### config.mk
export PLATFORM = sky130hd
export DESIGN_NAME = panel_tgen
export DESIGN_NICKNAME = d
export VERILOG_FILES = /design/src/rtl/panel_tgen_pkg.sv /design/src/rtl/panel_tgen_regs.sv /design/src/rtl/panel_tgen_pixdiv.sv /design/src/rtl/panel_tgen_scan.sv /design/src/rtl/panel_tgen.sv
export SDC_FILE = /design/constraint.sdc
export NUM_CORES = 1
export LEC_CHECK = 0
export BUFFER_PORTS_ARGS = -buffer_cell sky130_fd_sc_hd__buf_2
export CAP_MARGIN = 15
export CORE_MARGIN = 5
export CORE_UTILIZATION = 54
export CTS_CLUSTER_DIAMETER = 80
export DETAILED_ROUTE_END_ITERATION = 16
export PLACE_DENSITY = 0.73
export SETUP_SLACK_MARGIN = 0.3
export SKIP_CTS_REPAIR_TIMING = 1
export SLEW_MARGIN = 10
export SYNTH_ARGS = -nofsm -noshare
export SYNTH_HDL_FRONTEND = slang
export SYNTH_SLANG_ARGS = --single-unit
### constraint.sdc
create_clock -name clk -period 6.1 [get_ports clk]
set_input_delay 0 -clock clk [delete_from_list [all_inputs] [get_ports clk]]
set_output_delay 0 -clock clk [all_outputs]
set_load 0.005 [all_outputs]
### src/rtl/panel_tgen_pkg.sv
package panel_tgen_pkg;

    localparam int REG_ADDR_W = 3;

    // word addresses of the register port
    localparam logic [REG_ADDR_W-1:0] A_SIZE = 3'd0;
    localparam logic [REG_ADDR_W-1:0] A_HTIM = 3'd1;
    localparam logic [REG_ADDR_W-1:0] A_VTIM = 3'd2;
    localparam logic [REG_ADDR_W-1:0] A_CFG  = 3'd3;
    localparam logic [REG_ADDR_W-1:0] A_IEN  = 3'd4;
    localparam logic [REG_ADDR_W-1:0] A_IST  = 3'd5;

    // field positions
    localparam int F_WU_LO  = 20;
    localparam int F_H_LO   = 0;
    localparam int F_SW_LO  = 26;
    localparam int F_FP_LO  = 8;
    localparam int F_BP_LO  = 0;
    localparam int F_DIV_LO = 0;
    localparam int B_INV_DE = 20;
    localparam int B_INV_PC = 21;
    localparam int B_INV_HS = 22;
    localparam int B_INV_VS = 23;
    localparam int B_EOF    = 1;

    // field widths
    localparam int WU_W  = 6;
    localparam int HT_W  = 10;
    localparam int SW_W  = 6;
    localparam int PR_W  = 8;
    localparam int DIV_W = 6;

    // biases of the horizontal fields
    localparam int HSW_BIAS = 1;
    localparam int HFP_BIAS = 1;
    localparam int HBP_BIAS = 3;
    localparam int UNIT_SH  = 4;   // width unit = 16 pixels

    typedef struct packed {
        logic [WU_W-1:0]  w_units;
        logic [HT_W-1:0]  height;
        logic [SW_W-1:0]  hsw;
        logic [PR_W-1:0]  hfp;
        logic [PR_W-1:0]  hbp;
        logic [SW_W-1:0]  vsw;
        logic [PR_W-1:0]  vfp;
        logic [PR_W-1:0]  vbp;
        logic [DIV_W-1:0] div;
        logic             inv_hs;
        logic             inv_vs;
        logic             inv_de;
        logic             inv_pc;
    } tgen_cfg_t;

    function automatic tgen_cfg_t reset_cfg(input int wu, input int h);
        tgen_cfg_t c;
        c = '0;
        c.w_units = WU_W'(wu);
        c.height  = HT_W'(h);
        return c;
    endfunction

endpackage

### src/rtl/panel_tgen_regs.sv
module panel_tgen_regs
    import panel_tgen_pkg::*;
#(
    parameter int RST_WUNITS = 4,
    parameter int RST_HEIGHT = 64
) (
    input  logic                  clk,
    input  logic                  rst_n,
    input  logic                  we,
    input  logic [REG_ADDR_W-1:0] addr,
    input  logic [31:0]           wdata,
    input  logic                  eof_set,
    output tgen_cfg_t             cfg,
    output logic [31:0]           rdata,
    output logic                  ien,
    output logic                  eof_st,
    output logic                  irq
);

    localparam tgen_cfg_t RST_CFG = reset_cfg(RST_WUNITS, RST_HEIGHT);

    typedef struct packed {
        tgen_cfg_t cfg;
        logic      ien;
        logic      eof;
    } regs_state_t;

    regs_state_t st_d, st_q;

    always_comb begin
        st_d = st_q;
        if (we) begin
            unique case (addr)
                A_SIZE: begin
                    st_d.cfg.w_units = wdata[F_WU_LO +: WU_W];
                    st_d.cfg.height  = wdata[F_H_LO +: HT_W];
                end
                A_HTIM: begin
                    st_d.cfg.hsw = wdata[F_SW_LO +: SW_W];
                    st_d.cfg.hfp = wdata[F_FP_LO +: PR_W];
                    st_d.cfg.hbp = wdata[F_BP_LO +: PR_W];
                end
                A_VTIM: begin
                    st_d.cfg.vsw = wdata[F_SW_LO +: SW_W];
                    st_d.cfg.vfp = wdata[F_FP_LO +: PR_W];
                    st_d.cfg.vbp = wdata[F_BP_LO +: PR_W];
                end
                A_CFG: begin
                    st_d.cfg.div    = wdata[F_DIV_LO +: DIV_W];
                    st_d.cfg.inv_de = wdata[B_INV_DE];
                    st_d.cfg.inv_pc = wdata[B_INV_PC];
                    st_d.cfg.inv_hs = wdata[B_INV_HS];
                    st_d.cfg.inv_vs = wdata[B_INV_VS];
                end
                A_IEN: st_d.ien = wdata[B_EOF];
                A_IST: if (wdata[B_EOF]) st_d.eof = 1'b0;
                default: ;
            endcase
        end
        // a new end of frame wins over a clear in the same cycle
        if (eof_set) st_d.eof = 1'b1;
    end

    always_ff @(posedge clk or negedge rst_n) begin
        if (!rst_n) begin
            st_q <= '{cfg: RST_CFG, ien: 1'b0, eof: 1'b0};
        end else begin
            st_q <= st_d;
        end
    end

    always_comb begin
        rdata = '0;
        unique case (addr)
            A_SIZE: begin
                rdata[F_WU_LO +: WU_W] = st_q.cfg.w_units;
                rdata[F_H_LO +: HT_W]  = st_q.cfg.height;
            end
            A_HTIM: begin
                rdata[F_SW_LO +: SW_W] = st_q.cfg.hsw;
                rdata[F_FP_LO +: PR_W] = st_q.cfg.hfp;
                rdata[F_BP_LO +: PR_W] = st_q.cfg.hbp;
            end
            A_VTIM: begin
                rdata[F_SW_LO +: SW_W] = st_q.cfg.vsw;
                rdata[F_FP_LO +: PR_W] = st_q.cfg.vfp;
                rdata[F_BP_LO +: PR_W] = st_q.cfg.vbp;
            end
            A_CFG: begin
                rdata[F_DIV_LO +: DIV_W] = st_q.cfg.div;
                rdata[B_INV_DE]          = st_q.cfg.inv_de;
                rdata[B_INV_PC]          = st_q.cfg.inv_pc;
                rdata[B_INV_HS]          = st_q.cfg.inv_hs;
                rdata[B_INV_VS]          = st_q.cfg.inv_vs;
            end
            A_IEN:   rdata[B_EOF] = st_q.ien;
            A_IST:   rdata[B_EOF] = st_q.eof;
            default: ;
        endcase
    end

    assign cfg    = st_q.cfg;
    assign ien    = st_q.ien;
    assign eof_st = st_q.eof;
    assign irq    = st_q.ien & st_q.eof;

endmodule

### src/rtl/panel_tgen_pixdiv.sv
module panel_tgen_pixdiv
    import panel_tgen_pkg::*;
(
    input  logic             clk,
    input  logic             rst_n,
    input  logic [DIV_W-1:0] ratio_m1,
    output logic             pclk_en
);

    typedef struct packed {
        logic [DIV_W-1:0] cnt;
    } div_state_t;

    div_state_t st_d, st_q;
    logic       fire;

    // >= lets a lowered ratio take effect without running the counter out
    assign fire = (st_q.cnt >= ratio_m1);

    always_comb begin
        st_d = st_q;
        if (fire) st_d.cnt = '0;
        else      st_d.cnt = st_q.cnt + DIV_W'(1);
    end

    always_ff @(posedge clk or negedge rst_n) begin
        if (!rst_n) st_q <= '0;
        else        st_q <= st_d;
    end

    assign pclk_en = fire;

endmodule

### src/rtl/panel_tgen_scan.sv
module panel_tgen_scan
    import panel_tgen_pkg::*;
#(
    parameter int CNT_W      = 12,
    parameter int RST_WUNITS = 4,
    parameter int RST_HEIGHT = 64
) (
    input  logic             clk,
    input  logic             rst_n,
    input  logic             pclk_en,
    input  tgen_cfg_t        cfg_prog,
    output tgen_cfg_t        live,
    output logic [CNT_W-1:0] x_cnt,
    output logic [CNT_W-1:0] y_cnt,
    output logic             frame_start,
    output logic             eof_pulse,
    output logic             act,
    output logic             hs_raw,
    output logic             vs_raw
);

    localparam tgen_cfg_t      RST_CFG = reset_cfg(RST_WUNITS, RST_HEIGHT);
    localparam logic [CNT_W-1:0] ONE   = CNT_W'(1);

    typedef struct packed {
        tgen_cfg_t        live;
        logic [CNT_W-1:0] x;
        logic [CNT_W-1:0] y;
    } scan_state_t;

    scan_state_t st_d, st_q;

    logic [CNT_W-1:0] w_px, hs_start, hs_end, h_last;
    logic [CNT_W-1:0] v_act, vs_start, vs_end, v_last;
    logic             x_end, y_end;

    // segment boundaries, with the horizontal biases put back
    always_comb begin
        w_px     = CNT_W'({st_q.live.w_units, {UNIT_SH{1'b0}}});
        hs_start = w_px + CNT_W'(st_q.live.hfp) + CNT_W'(HFP_BIAS);
        hs_end   = hs_start + CNT_W'(st_q.live.hsw) + CNT_W'(HSW_BIAS);
        h_last   = hs_end + CNT_W'(st_q.live.hbp) + CNT_W'(HBP_BIAS) - ONE;
        v_act    = CNT_W'(st_q.live.height);
        vs_start = v_act + CNT_W'(st_q.live.vfp);
        vs_end   = vs_start + CNT_W'(st_q.live.vsw);
        v_last   = vs_end + CNT_W'(st_q.live.vbp) - ONE;
    end

    assign x_end       = (st_q.x == h_last);
    assign y_end       = (st_q.y == v_last);
    assign frame_start = pclk_en && x_end && y_end;
    assign eof_pulse   = pclk_en && (st_q.x == w_px - ONE) && (st_q.y == v_act - ONE);
    assign act         = (st_q.x < w_px) && (st_q.y < v_act);
    assign hs_raw      = (st_q.x >= hs_start) && (st_q.x < hs_end);
    assign vs_raw      = (st_q.y >= vs_start) && (st_q.y < vs_end);

    always_comb begin
        st_d = st_q;
        if (pclk_en) begin
            if (x_end) begin
                st_d.x = '0;
                if (y_end) begin
                    st_d.y    = '0;
                    st_d.live = cfg_prog;
                end else begin
                    st_d.y = st_q.y + ONE;
                end
            end else begin
                st_d.x = st_q.x + ONE;
            end
        end
    end

    always_ff @(posedge clk or negedge rst_n) begin
        if (!rst_n) st_q <= '{live: RST_CFG, x: '0, y: '0};
        else        st_q <= st_d;
    end

    assign live  = st_q.live;
    assign x_cnt = st_q.x;
    assign y_cnt = st_q.y;

endmodule

### src/rtl/panel_tgen.sv
module panel_tgen
    import panel_tgen_pkg::*;
#(
    parameter int CNT_W      = 12,
    parameter int DATA_W     = 18,
    parameter int RST_WUNITS = 4,
    parameter int RST_HEIGHT = 64
) (
    input  logic              clk,
    input  logic              rst_n,
    input  logic              reg_we,
    input  logic [2:0]        reg_addr,
    input  logic [31:0]       reg_wdata,
    output logic [31:0]       reg_rdata,
    input  logic [DATA_W-1:0] pix_in,
    output logic [DATA_W-1:0] pix_out,
    output logic              pclk_en,
    output logic              hsync,
    output logic              vsync,
    output logic              de,
    output logic              pclk_inv,
    output logic [CNT_W-1:0]  x_cnt,
    output logic [CNT_W-1:0]  y_cnt,
    output logic              irq
);

    tgen_cfg_t        cfg_prog;
    tgen_cfg_t        live_cfg;
    logic [DIV_W-1:0] live_div;
    logic             frame_start, eof_pulse, act, hs_raw, vs_raw;
    logic             ien, eof_st;

    panel_tgen_regs #(
        .RST_WUNITS(RST_WUNITS),
        .RST_HEIGHT(RST_HEIGHT)
    ) u_regs (
        .clk    (clk),
        .rst_n  (rst_n),
        .we     (reg_we),
        .addr   (reg_addr),
        .wdata  (reg_wdata),
        .eof_set(eof_pulse),
        .cfg    (cfg_prog),
        .rdata  (reg_rdata),
        .ien    (ien),
        .eof_st (eof_st),
        .irq    (irq)
    );

    assign live_div = live_cfg.div;

    panel_tgen_pixdiv u_div (
        .clk     (clk),
        .rst_n   (rst_n),
        .ratio_m1(live_div),
        .pclk_en (pclk_en)
    );

    panel_tgen_scan #(
        .CNT_W     (CNT_W),
        .RST_WUNITS(RST_WUNITS),
        .RST_HEIGHT(RST_HEIGHT)
    ) u_scan (
        .clk        (clk),
        .rst_n      (rst_n),
        .pclk_en    (pclk_en),
        .cfg_prog   (cfg_prog),
        .live       (live_cfg),
        .x_cnt      (x_cnt),
        .y_cnt      (y_cnt),
        .frame_start(frame_start),
        .eof_pulse  (eof_pulse),
        .act        (act),
        .hs_raw     (hs_raw),
        .vs_raw     (vs_raw)
    );

    assign hsync    = hs_raw ^ live_cfg.inv_hs;
    assign vsync    = vs_raw ^ live_cfg.inv_vs;
    assign de       = act ^ live_cfg.inv_de;
    assign pclk_inv = live_cfg.inv_pc;
    assign pix_out  = act ? pix_in : '0;

endmodule

; ---- Word-level counts from Yosys, hierarchy flattened
; Cells that the tools add are included.
[totals]
register_bits = 172
inputBits = 56
out_inout_bits = 80
word_cells = 100
[op_classes]
addsub = 16
magnitude_cmp = 7
n_eq_ne = 9
muxes = 16
n_bitwise = 4
n_reduce_logical = 17
[ops]
columns = op, n
row1 = "adder 12 x 1 -> 12 bit, second input constant", 4
row2 = == test 12 bit, 4
row3 = adder 12 x 6 -> 12 bit, 2
row4 = adder 12 x 8 -> 12 bit, 2
row5 = >= comparator 12 bit, 2
row6 = less-than comparator 12 x 10 -> 1 bit, 2
row7 = less-than comparator 12 bit, 2
row8 = 2-to-1 mux 12 bit, 2
row9 = case mux 6 bit (2 select lines), 2
row10 = "subtractor 12 x 1 -> 12 bit, second input constant", 2
row11 = adder 10 x 8 -> 11 bit, 2
row12 = "subtractor 10 x 1 -> 11 bit, second input constant", 2
row13 = 2-to-1 mux 18 bit, 1
row14 = case mux 4 bit (4 select lines), 1
row15 = "adder 12 x 2 -> 12 bit, second input constant", 1
row16 = case mux 4 bit (3 select lines), 1
row17 = AND reduction 2 bit, 6
row18 = case mux 4 bit (2 select lines), 1
row19 = "adder 6 x 1 -> 6 bit, second input constant", 1
row20 = "== test 3 x 2 -> 1 bit, second input constant", 2
row21 = "== test 3 bit, second input constant", 2
row22 = >= comparator 6 bit, 1
row23 = 2-to-1 mux 6 bit, 1
row24 = case mux 1 bit (6 select lines), 1
row25 = other kinds (10), 22

; ---- Depth between registers and ports, before layout
; Gate-level depths: netlist (run 1).
[logic_depth]
ltp_word = 9
depth_mapped = 27
ltp_nobuf = 25

; ---- By module
; A second synthesis (run 1) with hierarchy kept.
[hier_totals]
cells_unflattened = 1245
area_unflattened_um2 = 12554.5
[by_module_without_submodules]
columns = module, n_inst, cells_per_inst, area_each_um2, seq_area_each_um2
row1 = panel_tgen_scan, 1, 930, 8531.9, 2354.8
row2 = panel_tgen_regs, 1, 249, 3434.5, 1804.2
row3 = panel_tgen_pixdiv, 1, 44, 420.4, 150.1
row4 = panel_tgen, 1, 22, 167.7, 0.0

; ---- Least setup slack after synthesis (run 1)
; Ideal clock, no wire load.
[synth_path]
kind = reg-to-reg
from = register u_scan.st_q, in the netlist u_scan.live[64]
to = register u_scan.st_q, in the netlist u_scan.live[11]
setup_ns = 0.125
t_arrival_ns = 5.672
t_required_ns = 5.975
path_slack_ns = 0.303
stages_incl_launch_ff = 25
path_buffers = 2
synth_period_minus_slack_ns = 5.797
path_cell_list = dfrtp_1 > ha_1 > inv_1 > fa_1 > and4b_1 > nand3_1 > and2_1 > ha_1 > a21oi_1 > xor2_1 > ha_1 > ha_1 > nand3_1 > o221ai_1 > a21oi_1 > mux2i_1 > nor3_1 > a21oi_1 > o22a_1 > mux2_2 > a2111oi_4 > nand3_2 > buf_2 > buf_6 > mux2_4
[synth_between]
elab_chain_cells = 9
[synth_lines]
columns = item, line
row1 = start: declaration, panel_tgen_scan.sv:31  ; scan_state_t st_d, st_q;
row2 = start signal: assignment, panel_tgen_scan.sv:75  ; if (!rst_n) st_q <= '{live: RST_CFG, x: '0, y: '0};
row3 = start signal: assignment, panel_tgen_scan.sv:76  ; else st_q <= st_d;
row4 = adder 10 x 8 -> 11 bit, panel_tgen_scan.sv:40  ; hs_start = w_px + CNT_W'(st_q.live.hfp) + CNT_W'(HFP_BIAS);
row5 = adder 12 x 1 -> 12 bit, panel_tgen_scan.sv:40
row6 = adder 12 x 6 -> 12 bit, panel_tgen_scan.sv:41  ; hs_end = hs_start + CNT_W'(st_q.live.hsw) + CNT_W'(HSW_BIAS);
row7 = adder 12 x 1 -> 12 bit, panel_tgen_scan.sv:41
row8 = adder 12 x 8 -> 12 bit, panel_tgen_scan.sv:42  ; h_last = hs_end + CNT_W'(st_q.live.hbp) + CNT_W'(HBP_BIAS) - ONE;
row9 = adder 12 x 2 -> 12 bit, panel_tgen_scan.sv:42
row10 = subtractor 12 x 1 -> 12 bit, panel_tgen_scan.sv:42
row11 = == test 12 bit, panel_tgen_scan.sv:49  ; assign x_end = (st_q.x == h_last);
row12 = AND reduction 3 bit (no line), --
; Every way passes these cells.
; A chain may end at the register's enable or synchronous reset.

; ---- Final worst setup path (run 1)
; Ends and elaborated chain as after synthesis.

==> results.toml, run 1 <==
[yosys]
synth_warnings = 0
synth_ff_type = "dfrtp_1"
synth_seq_area_share_pct = 35.0
synth.top_cell.area_share_pct = 34.1
yosysTopAreaCell = "dfrtp_1"
synth_area_per_cell_um2 = 10.1
synth-edff-count = 0
ys_types = 69
syn_inst = 1221
synthTopCellsByArea = "dfrtp_1, ha_1, mux2_2"
synthArstFlopShare_pct = 100
synth_area_mm2 = 0.0123
ys_seq_elements = 172

[global_route]
grt_pass1_vias = 9435
grt_pass1_wl_um = 49700
grt_overflow = 0
track_usage_pct = 23.9
antenna_found_initial = 0
grt_max_degree = 68

[cells_and_area]
layout.nets = 1570
layout.cells.non_filler = 1685
design_area_mm2 = 0.0146
fin_util_pct = 64.8
area_growth_pct = 18.8
drive_above_1_share_pct = 28.7
antennaDiodeCount = 0
n_fill_cell = 1763

[setup_path]
startpoint_type = "flip-flop"
path_max_fanout = 8
crit_required_ns = 6.42
endpoint_kind = "flip-flop"
cp.arrival_ns = 5.96
path_class = "flip-flop to flip-flop"

[clock_tree]
tritoncts = "yes"
insertion_delay_ns = 0.44
cts_max_level = 4
clockBufferDepth = 2
cts.sinks = 172
cts_buffers = 17
root_buffer = "clkbuf_16"
cts.clk_slew.worst_paths_ns = 0.08

[timing]
finClkSkew_ns = 0.0141
finalCriticalPeriod_ns = 5.64
tightest_slew_ns = 0.955
setup_viol = 0
slew_headroom_pct = 36.3
clock.fmax_ghz = 0.177
period_share_pct = 92.5
tns_ns = 0
drv_slew = 0
rsz0062_at_grt = "no"
finalHoldViolations = 0

[route]
vias = 9843
wl_per_cell_um = 19.4
viasPerCell = 5.84
drc_errors = 0
postRouteAntennaNets = 0
drt_first_pass_iters = 5
wl_um = 32800
drtIter0Drc = 628

[floorplan]
core_area_mm2 = 0.0226
die_y_um = 161
die_area_mm2 = 0.0259
pin_count = 136
rows = 55
initial_core_util_pct = 54.5
die_w_um = 161

[worst_hold_path]
hp-class = "input pin to async pin"

[placement]
dp.final_hpwl_um = 23400
gp_routability_congestion = 0.891
io_buffers = 127
dp.cells = 1605
place_area_mm2 = 0.0133

[pwr]
p_leak_nw = 7.01
ir_worst_vdd_v = 0.000198
p_per_area_mw_per_mm2 = 187

[run]
drv_cap = 0

[run_status]
status = "finished, final reports clean"
==> cells in the mapped netlist (16+ instances only) <==
cell,count
nand2_1,46
nor2_1,74
o21ai_0,41
a21o_1,26
nand3_1,24
mux2_2,134
a21oi_1,55
ha_1,121
dfrtp_1,168
xor2_1,34
mux2i_1,17
xnor2_1,58
a22oi_1,18
inv_1,90
and2_1,33
nand2b_1,19
clkbuf_1,39
nor2b_1,16
nor3_1,17
==> power breakdown <==
group,switching (mW),internal (mW)
sequential,0.105,1.25
combinational,0.125,0.157
clock,0.542,0.552
==> routing by layer <==
layer	up-vias	share of wire, %	global-route usage [%]
li1	4661	-	-
met4	0	2.4	7.68
met2	377	46	38.0
met1	4752	44	33.5
met5	-	0	0
met3	53	7.1	4.18
==> placed cells by master, fill, tap and decap left out, types with 17 or more instances in the layout <==
master and count:
a21o_1 26, a21oi_1 47, a22oi_1 18, and2_1 32, buf_2 126, buf_4 31, clkbuf_16 19, dfrtp_1 168
dlygate4sd3_1 29, ha_1 112, inv_1 89, mux2_2 133, mux2i_1 17, nand2_1 46, nand2b_1 19, nand3_1 22
nor2_1 71, nor3_1 17, o21ai_0 36, xnor2_1 53, xor2_1 31
==> final cells by class <==
class                           count  area [µm²]  area share, %
Clock buffer                       17         425           2.91
Clock inverter                     15         168           1.15
Inverter                           90         338           2.31
Multi-Input combinational cell    912        7740           52.9
Sequential cell                   172        4310           29.5
Tap cell                          285         357           2.44
Timing Repair Buffer              194        1290           8.80
==> kinds of logic after synthesis <==
family / synth area share [%]
adder cells (fa/ha/maj): 13.5
AO/OA/AOI/OAI: 11.6
flip-flops: 35.0
AND/OR/NAND/NOR: 12.7
XOR/XNOR: 6.86
other: 0.0610
multiplexers: 15.8
buffers and inverters: 4.53
==> final timing paths <==
kind                                 startpoint         endpoint  slack, ns  depth (start not counted)
worst max-delay path            u_scan.live[64]  u_scan.live[11]       0.46                         24
min in group clk                         reg_we       u_regs.ien       0.17                          4
worst max register to register  u_scan.live[64]  u_scan.live[11]       0.46                         24
worst min-delay path                      rst_n   u_scan.live[3]       0.12                          2
worst min register to register    u_div.st_q[0]    u_div.st_q[0]       0.49                          1
max in group asynchronous                 rst_n   u_regs.cfg[57]       4.79                          3
==> state kept, by name, indices dropped and copies added, names as in the netlist <==
register,count
u_regs.eof_st,1
u_regs.cfg,70
u_div.st_q,6
u_scan.x_cnt,12
u_regs.ien,1
u_scan.y_cnt,12
u_scan.live,70
==> stage by stage <==
step | hold slack (ns) | setup WS (ns) | power, mW
6_report | 0.120 | 0.456 | 2.73
5_1_grt | 0.173 | 0.244 | 2.83
4_1_cts | -0.421 | 0.0317 | 2.72
3_5_place_dp | 0.0468 | 0.0701 | 1.64
3_3_place_gp | 0.0481 | 0.216 | 1.62
2_1_floorplan | -0.296 | 0.303 | 1.49
==> worst max-delay path, stage by stage (launching register included) <==
cell	delay, ns
dfrtp_1	0.35
ha_2	0.18
inv_1	0.06
fa_1	0.51
and4b_1	0.31
nand3_2	0.09
and2_4	0.16
ha_4	0.30
o21a_1	0.13
nor2_1	0.04
a211o_1	0.28
xor2_2	0.17
ha_1	0.34
ha_4	0.25
a21oi_4	0.20
mux2i_1	0.09
nor3_1	0.18
a21oi_1	0.06
o22a_1	0.21
mux2_4	0.29
a2111oi_4	0.35
buf_4	0.21
nand3_4	0.20
clkbuf_16	0.26
mux2_4	0.30
No activity file was read; power rests on OpenSTA's default activity.
==> run 2: changes to the inputs <==
Settings changed: CORE_UTILIZATION 54 to 55, PLACE_DENSITY 0.73 to 0.72.
Clock period 6.1 ns to 5.3 ns, I/O delays scaled along.
==> results.toml, run 2 (synthesized netlist as in run 1, its figures left out) <==
[run_status]
status = "finished, violations left"
violations = "setup timing"

[floorplan]
core_area_mm2 = 0.0220
pin_count = 136
initial_core_util_pct = 56.1
die_area_mm2 = 0.0255
die_y_um = 160
rows = 54
die_w_um = 160

[clock_tree]
insertion_delay_ns = 0.45
root_buffer = "clkbuf_16"
cts.clk_slew.worst_paths_ns = 0.08
cts.sinks = 172
tritoncts = "yes"
cts_max_level = 4
cts_buffers = 17
clockBufferDepth = 2

[global_route]
grt_overflow = 0
grt_max_degree = 85
grt_pass1_vias = 9581
track_usage_pct = 25.0
antenna_found_initial = 0
grt_pass1_wl_um = 51600

[route]
viasPerCell = 5.86
drt_first_pass_iters = 8
vias = 10200
wl_per_cell_um = 19.5
drc_errors = 0
drtIter0Drc = 795
wl_um = 33900
postRouteAntennaNets = 0

[cells_and_area]
final_cell_mix = "dfrtp_1, mux2_2, buf_2"
area_growth_pct = 24.3
antennaDiodeCount = 0
fin_util_pct = 69.7
design_area_mm2 = 0.0153
layout.nets = 1627
drive_above_1_share_pct = 33.2
mostFrequentLayoutCell = "dfrtp_1"

[placement]
gp_routability_congestion = 0.861
dp.final_hpwl_um = 24200
place_area_mm2 = 0.0138
io_buffers = 127

[timing]
finalCriticalPeriod_ns = 5.57
finClkSkew_ns = 0.0212
drv_slew = 0
tightest_slew_ns = 0.939
period_share_pct = 105
finalHoldViolations = 0
finalWorstSetupSlack_ns = -0.266
slew_headroom_pct = 37.4
clock.fmax_ghz = 0.180
setup_viol = 81
rsz0062_at_grt = "yes"

[setup_path]
worstRegToRegCells = 25
rr_startpoint = "u_scan.live[54]"
crit_required_ns = 5.62
cp_num_cells = 25
crit_top_cell = "ha_1"
crit_start = "u_scan.live[54]"
path_max_fanout = 8
cp.arrival_ns = 5.89
crit_buf_inv = 4
critPathTopFamily = "compound AO/OA/AOI/OAI gates"
startpoint_type = "flip-flop"
critPathSlowestCell = "or4_4"
slowest_delay_ns = 0.52
endpoint_kind = "flip-flop"
path_class = "flip-flop to flip-flop"

[pwr]
clockPowerShare_pct = 40.3
internal-power_mw = 2.25
ir_worst_vdd_v = 0.000260
pwr-share-comb_pct = 10.2
p_seq_share_pct = 49.5
power_mw = 3.14
p_per_area_mw_per_mm2 = 206
p_leak_nw = 7.34
p_sw_share_pct = 28.3
p_sw_mw = 0.890

[worst_hold_path]
min_from = "reg_we"
hold_depth = 4
hp-class = "input pin to flip-flop"

[run]
drv_cap = 0
## run 2: cell types whose count changed in the layout (fill, tap and decap cells not counted), sizes merged
cell      delta
buf         +54
clkbuf       +4
clkinvlp     -1
## run 2: layer usage
layer  up-vias  global-route usage [%]  wire length (µm)
met5         -                       0                 0
met4         0                    6.51               882
met3        57                    4.38              2370
met2       375                    39.2             15700
met1      4976                    36.1             15000
li1       4773                       -                 -
## run 2: layout make-up
type,instances,area (µm²)
clock buffers,18,429
clock inverters,14,165
fillers,1623,6660
inverters,90,338
multi-input cells,912,7880
flip-flops and latches,172,4310
well taps,280,350
repair buffers,251,1830
## run 2: worst paths after layout
path | slack (ns) | to
min in group asynchronous | 0.18 | u_regs.cfg[68]
max in group asynchronous | 3.98 | u_regs.eof_st
worst min register to register | 0.50 | u_div.st_q[0]
worst min-delay path | 0.13 | u_regs.ien
worst max-delay path | -0.27 | u_scan.live[38]
worst max register to register | -0.27 | u_scan.live[38]
## run 2: power groups by stage
stage	logic, mW	registers [mW]	clock network, mW
4_1_cts	0.303	1.56	1.29
6_report	0.321	1.56	1.27
3_3_place_gp	0.292	1.57	0
2_1_floorplan	0.193	1.52	0
3_5_place_dp	0.299	1.58	0
5_1_grt	0.352	1.57	1.34
## run 2: metrics by stage
step           setup slack [ns]  hold WS (ns)  setup TNS [ns]  cells
5_1_grt                  -0.519         0.153          -39.55   1737
3_3_place_gp            -0.0983         0.113           -4.63   1654
4_1_cts                  -0.253        -0.353          -15.42   1686
3_5_place_dp             -0.213         0.108          -12.57   1654
2_1_floorplan            -0.207        -0.296           -6.85   1226
6_report                 -0.266         0.131          -17.16   1737
## run 2: worst min-delay path: cells and delay by family
kind | cells | cell delay (ns)
mux | 1 | 0.15
simple gates | 2 | 0.25
buf+inv | 1 | 0.14
==> run 3: changes to the inputs <==
Settings changed: BUFFER_PORTS_ARGS -buffer_cell sky130_fd_sc_hd__buf_2 to -buffer_cell sky130_fd_sc_hd__buf_4.
==> results.toml, run 3 (synthesized netlist as in run 1, its figures left out) <==
[floorplan]
core_area_mm2 = 0.0220
die_area_mm2 = 0.0255
initial_core_util_pct = 56.1
die_w_um = 160
pin_count = 136
die_y_um = 160
rows = 54

[setup_path]
slowest_delay_ns = 0.46
path_max_fanout = 31
startpoint_type = "flip-flop"
critical_path.cell_chain = "ha_2, inv_2, fa_1, and4b_1, nand3_2, and2_4, ha_4, o21a_1, nor2_1, a211o_1, xor2_1, ha_1, ha_4, a21oi_4, mux2i_1, nor3_1, a21oi_1, o22a_1, mux2_4, a2111oi_4, buf_4, nand3_4, buf_12, mux2_4"
endpoint_kind = "flip-flop"
cp.arrival_ns = 5.75
critPathSlowestCell = "fa_1"
worstRegToRegCells = 24
r2r_end = "u_scan.live[5]"
rr_startpoint = "u_scan.live[64]"
crit_required_ns = 5.63
path_class = "flip-flop to flip-flop"
r2r_setup_slack_ns = -0.11

[cells_and_area]
area_growth_pct = 22.9
layout.nets = 1604
layout.cells.non_filler = 1714
mostFrequentLayoutCell = "buf_4"
drive_above_1_share_pct = 30.5
antennaDiodeCount = 0
n_fill_cell = 1643
multi_input_area_mm2 = 0.00770
final_cell_mix = "buf_4, dfrtp_1, mux2_2"
regArea_mm2 = 0.00431

[timing]
finalWorstSetupSlack_ns = -0.112
tightest_slew_ns = 0.933
period_share_pct = 102
clock.fmax_ghz = 0.185
tns_ns = -5.85
finClkSkew_ns = 0.0120
setup_viol = 70
drv_slew = 0
finalCriticalPeriod_ns = 5.41
rsz0062_at_grt = "yes"
slew_headroom_pct = 37.8
finalHoldViolations = 0
hold_slack_ns = 0.0600

[clock_tree]
clockBufferDepth = 2
cts.sinks = 172
cts.clk_slew.worst_paths_ns = 0.08
root_buffer = "clkbuf_16"
cts_buffers = 17
cts_max_level = 4
insertion_delay_ns = 0.44
tritoncts = "yes"

[route]
drt_first_pass_iters = 5
wl_um = 31900
drtIter0Drc = 503
drc_errors = 0
vias = 9867
viasPerCell = 5.76
wl_per_cell_um = 18.6
postRouteAntennaNets = 0

[run_status]
violations = "setup timing"
status = "finished, violations left"

[global_route]
grt_max_degree = 85
track_usage_pct = 24.6
antenna_found_initial = 0
grt_overflow = 0
grt_pass1_wl_um = 51000
grt_pass1_vias = 9614

[placement]
io_buffers = 127
dp.final_hpwl_um = 24200
gp_routability_congestion = 0.873
dp.cells = 1649

[worst_hold_path]
hold_path_end = "u_regs.eof_st"
hp-class = "input pin to flip-flop"
hold_depth = 4
min_from = "reg_addr[2]"

[pwr]
p_per_area_mw_per_mm2 = 209
ir_worst_vdd_v = 0.000215
p_leak_nw = 7.20

[run]
drv_cap = 0
## run 3: routing by layer
layer	global-route usage, %	wire length (µm)	vias to the layer above
met5	0	0	-
met4	6.43	631	0
met3	5.46	2020	45
met2	38.2	14400	307
met1	35.2	14900	4778
li1	-	-	4737
## run 3: layout make-up
class	instances	share of cell area (%)
multi-input cells	912	50.9
well taps	280	2.32
inverters	90	2.23
repair buffers	228	12.1
flip-flops and latches	172	28.5
clock inverters	14	1.12
clock buffers	18	2.84
## run 3: how the worst max path moves through the flow
stage,startpoint,endpoint,slack (ns),cells after the start
after global placement,u_scan.live[18],u_scan.live[3],-0.1,23
final,u_scan.live[64],u_scan.live[5],-0.11,24
after detailed placement,u_scan.live[18],u_scan.live[64],-0.25,23
after CTS,u_scan.live[18],u_scan.live[64],-0.28,23
after floorplan,u_scan.live[64],u_scan.live[11],-0.21,24
after global routing,u_scan.live[54],u_scan.live[41],-0.38,23
## run 3: stage by stage
step	utilization, %	worst slack, ns	total power [mW]	cell area [µm²]
floorplan	-	-0.207	1.71	12400
global placement	63.9	-0.0967	1.89	14000
detailed placement	63.9	-0.253	1.91	14000
CTS	66.7	-0.275	3.17	14600
global route	68.9	-0.380	3.29	15100
finish	68.9	-0.112	3.17	15100
## run 3: worst max-delay path, delay by kind of cell (launching register included)
family                   cells  cell delay, ns
AO/OA/AOI/OAI                6            1.16
XOR/XNOR                     1            0.16
adder cells (fa/ha/maj)      5            1.53
buffers and inverters        3            0.48
flip-flops                   1            0.39
multiplexers                 3            0.69
AND/OR/NAND/NOR              6            0.86
## run 3: report_power, final
group | total [mW] | switching (mW) | internal (mW) | leakage [nW]
sequential | 1.56 | 0.120 | 1.44 | 2.24
combinational | 0.344 | 0.141 | 0.203 | 4.67
clock | 1.27 | 0.631 | 0.639 | 0.292
